**src/rtl/sdram_guard_pkg.sv**
```systemverilog
package sdram_guard_pkg;

  typedef enum logic [2:0] {
    CMD_NOP = 3'd0,
    CMD_ACT = 3'd1,
    CMD_RD  = 3'd2,
    CMD_WR  = 3'd3,
    CMD_PRE = 3'd4,
    CMD_REF = 3'd5,
    CMD_MRS = 3'd6
  } cmd_e;

  // ceiling division of a time in ps by the clock period, never below one cycle
  function automatic int ps_to_cyc(input int t_ps, input int clk_ps);
    int c;
    c = (t_ps + clk_ps - 1) / clk_ps;
    return (c < 1) ? 1 : c;
  endfunction

endpackage

```
**src/rtl/sdram_gap_counter.sv**
```systemverilog
// Saturating down-counter; a load only raises the remaining wait.
module sdram_gap_counter #(
  parameter int W = 6
) (
  input  logic         clk,
  input  logic         rst,
  input  logic         load,
  input  logic [W-1:0] val,
  output logic         idle
);
  logic [W-1:0] cnt_q, dec;

  always_comb dec = (cnt_q == '0) ? '0 : cnt_q - W'(1);

  always_ff @(posedge clk) begin
    if (rst)                    cnt_q <= '0;
    else if (load && val > dec) cnt_q <= val;
    else                        cnt_q <= dec;
  end

  assign idle = (cnt_q == '0);

  // without a load the wait never grows
  p_no_growth_r7: assert property (@(posedge clk) disable iff (rst)
    !load |=> (cnt_q <= $past(cnt_q)));

endmodule

```
**src/rtl/sdram_bank_timer.sv**
```systemverilog
module sdram_bank_timer
  import sdram_guard_pkg::*;
#(
  parameter int W       = 6,
  parameter int RW      = 14,
  parameter int RC_L    = 8,
  parameter int RP_L    = 1,
  parameter int RCD_L   = 2,
  parameter int RAS_L   = 6,
  parameter int RDPRE_L = 4,
  parameter int WRPRE_L = 4,
  parameter int RASMAX  = 13334
) (
  input  logic clk,
  input  logic rst,
  input  logic issue,
  input  cmd_e cmd,
  input  logic sel,
  output logic act_rdy,
  output logic col_rdy,
  output logic pre_rdy,
  output logic is_open,
  output logic ras_over
);
  logic          hit;
  logic          act_ld, col_ld, pre_ld;
  logic [W-1:0]  act_val, pre_val;
  logic          act_idle, col_idle, pre_idle;
  logic          open_q;
  logic [RW-1:0] ras_q;

  assign hit     = issue && sel;
  assign act_ld  = hit && (cmd == CMD_ACT || cmd == CMD_PRE);
  assign act_val = (cmd == CMD_ACT) ? W'(RC_L) : W'(RP_L);
  assign col_ld  = hit && (cmd == CMD_ACT);
  assign pre_ld  = hit && (cmd == CMD_ACT || cmd == CMD_RD || cmd == CMD_WR);

  always_comb begin
    case (cmd)
      CMD_RD:  pre_val = W'(RDPRE_L);
      CMD_WR:  pre_val = W'(WRPRE_L);
      default: pre_val = W'(RAS_L);
    endcase
  end

  sdram_gap_counter #(.W(W)) u_act (.clk(clk), .rst(rst), .load(act_ld),
    .val(act_val), .idle(act_idle));
  sdram_gap_counter #(.W(W)) u_col (.clk(clk), .rst(rst), .load(col_ld),
    .val(W'(RCD_L)), .idle(col_idle));
  sdram_gap_counter #(.W(W)) u_pre (.clk(clk), .rst(rst), .load(pre_ld),
    .val(pre_val), .idle(pre_idle));

  always_ff @(posedge clk) begin
    if (rst) begin
      open_q <= 1'b0;
      ras_q  <= '0;
    end else if (hit && cmd == CMD_ACT) begin
      open_q <= 1'b1;
      ras_q  <= RW'(1);
    end else if (hit && cmd == CMD_PRE) begin
      open_q <= 1'b0;
      ras_q  <= '0;
    end else if (open_q && ras_q != RW'(RASMAX)) begin
      ras_q  <= ras_q + RW'(1);
    end
  end

  assign act_rdy  = act_idle && !open_q;
  assign col_rdy  = col_idle && open_q;
  assign pre_rdy  = pre_idle;
  assign is_open  = open_q;
  assign ras_over = open_q && (ras_q == RW'(RASMAX));

  // a read to this bank always holds off its precharge on the next cycle
  p_rd_pre_gap_r6: assert property (@(posedge clk) disable iff (rst)
    (RDPRE_L > 0) && hit && cmd == CMD_RD |=> !pre_rdy);
  // an activated bank cannot be activated again right away
  p_act_reopen_r7: assert property (@(posedge clk) disable iff (rst)
    hit && cmd == CMD_ACT |=> !act_rdy);

endmodule

```
**src/rtl/sdram_cmd_guard.sv**
```systemverilog
module sdram_cmd_guard
  import sdram_guard_pkg::*;
#(
  parameter int CLK_PS       = 7500,
  parameter int T_RRD_PS     = 15000,
  parameter int T_RCD_PS     = 20000,
  parameter int T_RP_PS      = 15000,
  parameter int T_RAS_PS     = 48000,
  parameter int T_RASMAX_PS  = 100_000_000,
  parameter int T_RC_PS      = 63000,
  parameter int T_RFC_PS     = 80000,
  parameter int MRD_CYC      = 2,
  parameter int CAS_LAT      = 3,
  parameter int BURST_LEN    = 4,
  parameter int WR_RECOV_CYC = 2,
  parameter int BANKS        = 4
) (
  input  logic                       clk,
  input  logic                       rst,
  input  logic                       req_valid,
  input  logic [2:0]                 req_cmd,
  input  logic [$clog2(BANKS)-1:0]   req_bank,
  input  logic                       req_force,
  output logic                       grant,
  output logic                       violation
);
  localparam int RRD_C   = ps_to_cyc(T_RRD_PS, CLK_PS);
  localparam int RCD_C   = ps_to_cyc(T_RCD_PS, CLK_PS);
  localparam int RP_C    = ps_to_cyc(T_RP_PS, CLK_PS);
  localparam int RAS_C   = ps_to_cyc(T_RAS_PS, CLK_PS);
  localparam int RASMX_C = ps_to_cyc(T_RASMAX_PS, CLK_PS);
  localparam int RC_C    = ps_to_cyc(T_RC_PS, CLK_PS);
  localparam int RFC_C   = ps_to_cyc(T_RFC_PS, CLK_PS);
  localparam int RDPRE_C = (CAS_LAT + BURST_LEN - 2 < 1) ? 1 : CAS_LAT + BURST_LEN - 2;
  localparam int WRPRE_C = BURST_LEN + WR_RECOV_CYC - 1;
  localparam int CNT_W   = $clog2(RRD_C + RCD_C + RP_C + RAS_C + RC_C + RFC_C
                                  + RDPRE_C + WRPRE_C + MRD_CYC) + 1;
  localparam int RAS_W   = $clog2(RASMX_C + 1) + 1;

  cmd_e             cmd;
  logic             ok, issue;
  logic             rrd_idle, mrd_idle, rfc_idle;
  logic [BANKS-1:0] act_rdy, col_rdy, pre_rdy, open_v, over_v;
  logic             viol_q;

  assign cmd = cmd_e'(req_cmd);

  for (genvar b = 0; b < BANKS; b++) begin : g_bank
    sdram_bank_timer #(
      .W(CNT_W), .RW(RAS_W), .RC_L(RC_C - 1), .RP_L(RP_C - 1),
      .RCD_L(RCD_C - 1), .RAS_L(RAS_C - 1), .RDPRE_L(RDPRE_C - 1),
      .WRPRE_L(WRPRE_C - 1), .RASMAX(RASMX_C)
    ) u_bank (
      .clk(clk), .rst(rst), .issue(issue), .cmd(cmd),
      .sel(req_bank == b), .act_rdy(act_rdy[b]), .col_rdy(col_rdy[b]),
      .pre_rdy(pre_rdy[b]), .is_open(open_v[b]), .ras_over(over_v[b])
    );
  end

  sdram_gap_counter #(.W(CNT_W)) u_rrd (.clk(clk), .rst(rst),
    .load(issue && cmd == CMD_ACT), .val(CNT_W'(RRD_C - 1)), .idle(rrd_idle));
  sdram_gap_counter #(.W(CNT_W)) u_mrd (.clk(clk), .rst(rst),
    .load(issue && cmd == CMD_MRS), .val(CNT_W'(MRD_CYC - 1)), .idle(mrd_idle));
  sdram_gap_counter #(.W(CNT_W)) u_rfc (.clk(clk), .rst(rst),
    .load(issue && cmd == CMD_REF), .val(CNT_W'(RFC_C - 1)), .idle(rfc_idle));

  always_comb begin
    case (cmd)
      CMD_ACT:        ok = act_rdy[req_bank] && rrd_idle && mrd_idle && rfc_idle;
      CMD_RD, CMD_WR: ok = col_rdy[req_bank] && rfc_idle;
      CMD_PRE:        ok = pre_rdy[req_bank] && rfc_idle;
      CMD_REF,
      CMD_MRS:        ok = (&act_rdy) && mrd_idle && rfc_idle;
      default:        ok = 1'b1;
    endcase
  end

  assign grant = req_valid && ok;
  assign issue = req_valid && (ok || req_force);

  always_ff @(posedge clk) begin
    if (rst) viol_q <= 1'b0;
    else     viol_q <= viol_q || (req_valid && req_force && !ok) || (|over_v);
  end

  assign violation = viol_q;

  // forced ungranted command raises the flag, which then holds
  p_forced_flag_r10: assert property (@(posedge clk) disable iff (rst)
    req_valid && req_force && !grant |=> violation);
  p_sticky_r10: assert property (@(posedge clk) disable iff (rst)
    violation |=> violation);
  // a granted column command targets an open bank
  p_col_open_r4: assert property (@(posedge clk) disable iff (rst)
    grant && (cmd == CMD_RD || cmd == CMD_WR) |-> open_v[req_bank]);
  // refresh only with every bank closed, then a quiet cycle
  p_ref_closed_r8: assert property (@(posedge clk) disable iff (rst)
    grant && cmd == CMD_REF |-> (open_v == '0));
  p_rfc_block_r8: assert property (@(posedge clk) disable iff (rst)
    (RFC_C > 1) && grant && cmd == CMD_REF |=> !(grant && cmd != CMD_NOP));
  // mode load is followed by a cycle without activate or refresh
  p_mrd_gap_r2: assert property (@(posedge clk) disable iff (rst)
    (MRD_CYC > 1) && grant && cmd == CMD_MRS
    |=> !(grant && (cmd == CMD_ACT || cmd == CMD_REF)));
  // an overlong open row is flagged
  p_ras_over_r11: assert property (@(posedge clk) disable iff (rst)
    (|over_v) |=> violation);

endmodule

```
**config.mk**
```make
export PLATFORM = sky130hd
export DESIGN_NAME = sdram_cmd_guard
export DESIGN_NICKNAME = d
export VERILOG_FILES = /design/src/rtl/sdram_guard_pkg.sv /design/src/rtl/sdram_gap_counter.sv /design/src/rtl/sdram_bank_timer.sv /design/src/rtl/sdram_cmd_guard.sv
export SDC_FILE = /design/constraint.sdc
export NUM_CORES = 1
export LEC_CHECK = 0
export ABC_AREA = 1
export CAP_MARGIN = 20
export CORE_MARGIN = 2
export CORE_UTILIZATION = 60
export CTS_BUF_LIST = sky130_fd_sc_hd__clkbuf_4 sky130_fd_sc_hd__clkbuf_8
export DETAILED_ROUTE_END_ITERATION = 7
export DONT_BUFFER_PORTS = 1
export PLACE_DENSITY = 0.76
export SYNTH_ARGS = -nofsm -noshare
export SYNTH_HDL_FRONTEND = slang
export SYNTH_SLANG_ARGS = --single-unit
```
**constraint.sdc**
```tcl
create_clock -name clk -period 3.15 [get_ports clk]
set_input_delay 0 -clock clk [delete_from_list [all_inputs] [get_ports clk]]
set_output_delay 0 -clock clk [all_outputs]
set_load 0.02 [all_outputs]
```
Yosys cells after proc, flatten, opt, wreduce, memory -nomap -nowiden --
Index checks and enable logic that the tools add are counted.
Word-level totals: bits in registers 170, latch bits 0, memory bits (writable) 0, ROM bits 0, input port bits 9, memories 0
Operators by class: add/subtract/negate cells 19, $mul 0, div/mod/pow operators 0, order comparisons 16, equal/unequal tests 17, shift operators 0, muxes and demuxes 59, bitwise logic cells 0, reductions and logical operators 115
Operators with widths (number):
- $mux W7 | 23
- $logic_not A7 Y1 | 15
- $sub A7 B1 Y7 const B | 15
- $logic_and A1 B1 Y1 | 65
- $add A15 B1 Y15 const B | 4
- $eq A15 B14 Y1 const B | 4
- $ne A15 B14 Y1 const B | 4
- $gt A7 B7 Y1 | 5
- $gt A2 B7 Y1 const A | 4
- $mux W1 | 25
- $reduce_or A2 Y1 | 9
- $gt A1 B7 Y1 const A | 2
- $gt A4 B7 Y1 | 2
- $reduce_bool A3 Y1 | 4
- $reduce_or A3 Y1 | 4
- $mux W2 | 5
- $eq A3 B3 Y1 const B | 3
- $mux W4 | 2
- $reduce_bool A2 Y1 | 4
- $gt A3 B7 Y1 | 1
- $gt A4 B7 Y1 const A | 1
- $bmux W1 S2 | 3
- $eq A3 B2 Y1 const B | 2
- $logic_or A1 B1 Y1 | 6
- other kinds (9) | 14

Depth between registers and ports, before layout --
depth in word-level cells 14, depth in mapped cells 19, depth with buffers taken out 18

Modules after synthesis --
From an unflattened synthesis, not the netlist that was laid out.
Unflattened totals: cell total of the unflattened synthesis 2460, area, all modules 15567.4 um^2
By module, submodules not included:
- sdram_gap_counter at g_bank[0].u_bank.u_act ... | instances 10, cells each 114, area each 719.4 um^2
- sdram_bank_timer | instances 4, cells each 169, area each 1114.8 um^2
- sdram_gap_counter at g_bank[1].u_bank.u_act ... | instances 5, cells each 114, area each 708.2 um^2
- sdram_cmd_guard | instances 1, cells each 74, area each 372.9 um^2

Worst setup path before layout --
No wires, ideal clock.
path kind register to register, start register g_bank[2].u_bank.u_pre.cnt_q[0], end register g_bank[2].u_bank.u_pre.cnt_q[6], library setup time 0.122 ns, arrival 2.015 ns, setup slack 1.013 ns, cell stages (with the launch flop) 15, path buffers 0, cells stage by stage dfxtp_1 > inv_1 > ha_1 > inv_1 > nor2_1 > nand3_1 > inv_1 > or2_2 > ha_1 > nand2_1 > a21oi_1 > nor3_1 > nand3_2 > nand2_1 > nor2_1
Between the ends: cells in the longest elaborated chain, start to end 11, elaborated cells on any way between the ends 14
RTL lines:
- start: declaration | line sdram_gap_counter.sv:11 | logic [W-1:0] cnt_q, dec;
- start signal: assignment | line sdram_gap_counter.sv:17 | else if (load && val > dec) cnt_q <= val;
- parallel branches: the longest is 10 deep, another holds $sub A7 B1 Y7
- $mux W7 * | line sdram_gap_counter.sv:17
Mark *: on every way between the ends. The select of a mux whose other input is x is not followed. A chain may end at the register's enable or synchronous reset.

Worst setup path after layout --
start register g_bank[1].u_bank.u_pre.cnt_q[0], end register g_bank[1].u_bank.open_q
Between the ends: cells in the longest elaborated chain, start to end 10, elaborated cells on any way between the ends 12
RTL lines:
- start: declaration | line sdram_gap_counter.sv:11
- start signal: assignment | line sdram_gap_counter.sv:17
- $logic_not A7 Y1 * | line sdram_gap_counter.sv:21 | assign idle = (cnt_q == '0);
- $bmux W1 S2 * | line sdram_cmd_guard.sv:71 | CMD_PRE: ok = pre_rdy[req_bank] && rfc_idle;
- $mux W1 (implied by the code) * | line sdram_cmd_guard.sv:71
- $logic_and A1 B1 Y1 * | line sdram_cmd_guard.sv:71
- $pmux W1 S4 * | line sdram_cmd_guard.sv:68 | case (cmd)
- $logic_or A1 B1 Y1 * | line sdram_cmd_guard.sv:79 | assign issue = req_valid && (ok || req_force);
- $logic_and A1 B1 Y1 * | line sdram_cmd_guard.sv:79
- $logic_and A1 B1 Y1 * | line sdram_bank_timer.sv:32 | assign hit = issue && sel;
- $logic_and A1 B1 Y1 (on tied branches) | line sdram_bank_timer.sv:57, sdram_bank_timer.sv:60
- $mux W1 / $reduce_bool A2 Y1 (equally long branches)
- end signal: assignment | line sdram_bank_timer.sv:55 | open_q <= 1'b0;
- end signal: assignment | line sdram_bank_timer.sv:58 | open_q <= 1'b1;
- end signal: assignment | line sdram_bank_timer.sv:61 | open_q <= 1'b0;
- end: declaration | line sdram_bank_timer.sv:29 | logic open_q;
Every way passes the cells marked *; elsewhere a longest branch is shown, timed or not. The select of a mux whose other input is x is not followed.

==> results.sh <==
export IMPL_cts_htree_levels=4
export IMPL_drive_above_1_share_pct=9.489
export IMPL_number_of_pins_exceeding_their_max_slew_limit_in_the_final_report=0
export IMPL_synthesis_area_per_instance_um2=6.752
export IMPL_detail_route_wl_per_cell_um=12.13
export IMPL_whs_ps=29.94
export IMPL_critical_r2r_capture="g_bank[1].u_bank.is_open$_SDFFE_PP0P_"
export IMPL_worstSetupStartpointType="register"
export IMPL_grt_overflow=0
export IMPL_detailed_place_hpwl_um=15210
export IMPL_crit_path_start="g_bank[1].u_bank.u_pre.cnt_q[0]$_SDFF_PP0_"
export IMPL_cts_tree="yes"
export IMPL_diodes=0
export IMPL_grt_pass1_vias=8247
export IMPL_syn2layout_area_growth_pct=7.731
export IMPL_worstSetupPathType="register to register"
export IMPL_synth_area_um2=9791
export IMPL_ys_types=41
export IMPL_r2r_worst_path_cells=15
export IMPL_vdd_drop_max_mv=0.6409
export IMPL_floorplan_initialDensity_pct=61.41
export IMPL_clk_insertion_delay_late_ps=480
export IMPL_worst_min_path_class="input pin to register"
export IMPL_total_iterations_of_the_first_detailed_routing_run=5
export IMPL_critical_path_reg2reg_startpoint="g_bank[1].u_bank.u_pre.cnt_q[0]$_SDFF_PP0_"
export IMPL_routed_via_count=8836
export IMPL_seq_area_frac_synth_pct=34.76
export IMPL_worstSetupEndpoint="g_bank[1].u_bank.is_open$_SDFFE_PP0P_"
export IMPL_die_width_um=131.7
export IMPL_max_slew_margin_pct=28.75
export IMPL_cts_inserted_buffers=17
export IMPL_max_cap_violations=0
export IMPL_syn_inst=1450
export IMPL_cts_clk_slew_worst_paths_ps=90
export IMPL_synth_top_area_share_pct=34.76
export IMPL_rsz_0062_raised_after_global_routing="no"
export IMPL_dieHeight_um=131.7
export IMPL_place_congestion=0.8795
export IMPL_synth_top_cells_by_area="dfxtp_1, nand2_1, nor2_1, inv_1, ha_1"
export IMPL_number_of_flip_flops_and_latches_in_the_synthesized_netlist=170
export IMPL_row_count=46
export IMPL_final_hold_viol_count=0
export IMPL_worst_setup_path_end_kind="register"
export IMPL_cellPowerDensity_nw_per_um2=941.3
export IMPL_regToRegSetupSlack_ps=290
export IMPL_cts_sink_count=170
export IMPL_die_area_um2=17360
export IMPL_synth_enable_flop_cells=0
export IMPL_track_usage_pct=24.52
export IMPL_layout_min_cycle_time_ps=2858
export IMPL_antenna_found_initial=0
export IMPL_place_detailed_instances=1654
export IMPL_yosysTopAreaCell="dfxtp_1"
export IMPL_routed_via_density=5.192
export IMPL_synth_ff_type="dfxtp_1"
export IMPL_finish_cell_count_without_fillers=1702
export IMPL_coreArea_um2=15940
export IMPL_cts_root_buf="clkbuf_8"
export IMPL_cp_required_ps=3570
export IMPL_synth_net_count=1508
export IMPL_outcome="complete, no violations"
export IMPL_cp_arrival_ps=3280
export IMPL_power_leakage_uw=0.004715
export IMPL_cts_max_path_buffers=2
export IMPL_worst_slew_pin_transition_ps=1065
export IMPL_port_buffers=0
export IMPL_synth_warning_count=0
export IMPL_grt_pass1_wl_um=35750
export IMPL_finClkSkew_ps=12.34
export IMPL_fmax_ghz=0.3499
export IMPL_finish_net_count=1531
export IMPL_dr_first_iter_drc_count=518
export IMPL_drt_drc_violations_left=0
export IMPL_drtAntennaViolNets=0
export IMPL_final_period_utilization_pct=90.73
export IMPL_commonest_cells_after_routing_fill_and_taps_aside="nand2_1, nor2_1, inv_1, dfxtp_1, nand3_1"
export IMPL_worst_path_max_fanout=11
export IMPL_maximum_number_of_pins_on_one_net_before_global_route_repair=22
export IMPL_boundaryPins=11
export IMPL_synth_async_reset_ratio_pct=0
export IMPL_setup_violations=0
export IMPL_layout_commonest_cell="nand2_1"
export IMPL_drt_total_wl_um=20640
export IMPL_final_sum_of_negative_setup_slack_ps=0
-- metal layers --
metal / global-route usage, % / vias to the layer above / share of wire (%)
met5: 0 / - / 0
met3: 4.421 / 30 / 4.2
met4: 8.333 / 0 / 1.8
met2: 41.71 / 142 / 47
li1: - / 4666 / -
met1: 31.47 / 3998 / 47
-- how the worst min path moves through the flow --
stage	to	slack, ps	cells after the start	startpoint
global placement	u_rrd.cnt_q[0]$_SDFF_PP0_	80	1	rst
floorplan	g_bank[1].u_bank.u_act.cnt_q[3]$_SDFF_PP0_	110	1	rst
finish	g_bank[0].u_bank.is_open$_SDFFE_PP0P_	30	5	req_cmd[2]
global route	g_bank[0].u_bank.is_open$_SDFFE_PP0P_	50	5	req_cmd[2]
detailed placement	u_rfc.cnt_q[1]$_SDFF_PP0_	80	1	rst
CTS	g_bank[0].u_bank.is_open$_SDFFE_PP0P_	9	5	req_cmd[2]
-- metrics by stage --
| stage | instance area (um^2) | setup WS [ps] | total power [uW] | util, % |
|---|---|---|---|---|
| detailed placement | 9973 | 752.1 | 8246 | 62.56 |
| floorplan | 9791 | 1013 | 7268 | - |
| global route | 10550 | 58.24 | 10990 | 66.16 |
| global placement | 9973 | 800.1 | 8118 | 62.56 |
| CTS | 10530 | 201.4 | 9916 | 66.03 |
| finish | 10550 | 291.9 | 9929 | 66.16 |
-- Yosys cell counts (2+ instances only) --
cell	n
or2_2	27
nand3b_1	8
nor2_4	2
nor3_1	50
nand4_1	28
nand2_1	285
xnor2_1	6
a21oi_1	58
dfxtp_1	170
a211oi_1	4
o21ai_0	37
a21o_1	2
nor3_2	10
nand3_2	7
buf_1	2
ha_1	49
nand3_4	3
nand4_2	5
a21oi_2	16
nor4_1	9
nor2_1	257
nand2_2	12
mux2i_1	2
inv_1	218
nor2_2	12
o21bai_1	2
and3_1	2
inv_2	6
nand3_1	105
a31oi_1	10
xor2_1	16
clkbuf_1	6
nor3b_1	13
buf_6	4
-- layout make-up --
cell class	count	area, um^2
multi-input combinational	1042	5451
fill	1465	5395
sequential	170	3403
inverter	224	840.8
clock buffer	20	275.3
tap	216	270.3
timing repair buffer	18	167.7
clock inverter	12	138.9
-- repair_timing --
item | 4_1_cts | 5_1_grt
hold buffers | 14 | 0
endpoints found under the hold margin | 61 | 0
resized for setup | 0 | 2
buffers inserted | 0 | 3
endpoints found under the setup margin | 0 | 8
-- flip-flops by register name, indices dropped and copies added (netlist names) --
signal / flops
u_rfc.cnt_q: 7
g_bank.u_bank.is_open: 4
g_bank.u_bank.u_col.cnt_q: 28
g_bank.u_bank.ras_q: 60
violation: 1
u_mrd.cnt_q: 7
g_bank.u_bank.u_act.cnt_q: 28
u_rrd.cnt_q: 7
g_bank.u_bank.u_pre.cnt_q: 28
-- critical path, cell delays in order (launching register included) --
cell and delay, ps:
dfxtp_1 300, inv_1 110, ha_1 170, inv_1 60, nor3_2 370, nor2_1 80
nor2_1 110, nand2_1 60, nand3_1 90, nand2_2 90, nand3_4 170, nand2_2 120
nor2_4 190, nand2_1 120, a21oi_1 170, dlygate4sd3_1 590
-- power breakdown --
part / total [uW] / switching [uW] / internal, uW
combinational: 5190 / 3260 / 1930
clock: 1610 / 833 / 773
sequential: 3130 / 395 / 2730
-- cell families (layout without fill, tap and decap cells) --
group | after synthesis | count (layout) | share of synthesized area, %
fa+ha+maj | 49 | 49 | 6.262
buf+inv | 238 | 274 | 9.636
mux | 2 | 2 | 0.2045
compound gates | 132 | 132 | 7.821
flops | 170 | 170 | 34.76
xor+xnor | 22 | 22 | 1.968
simple gates | 837 | 837 | 39.35
Note: power is estimated with default switching activity, not from simulation.
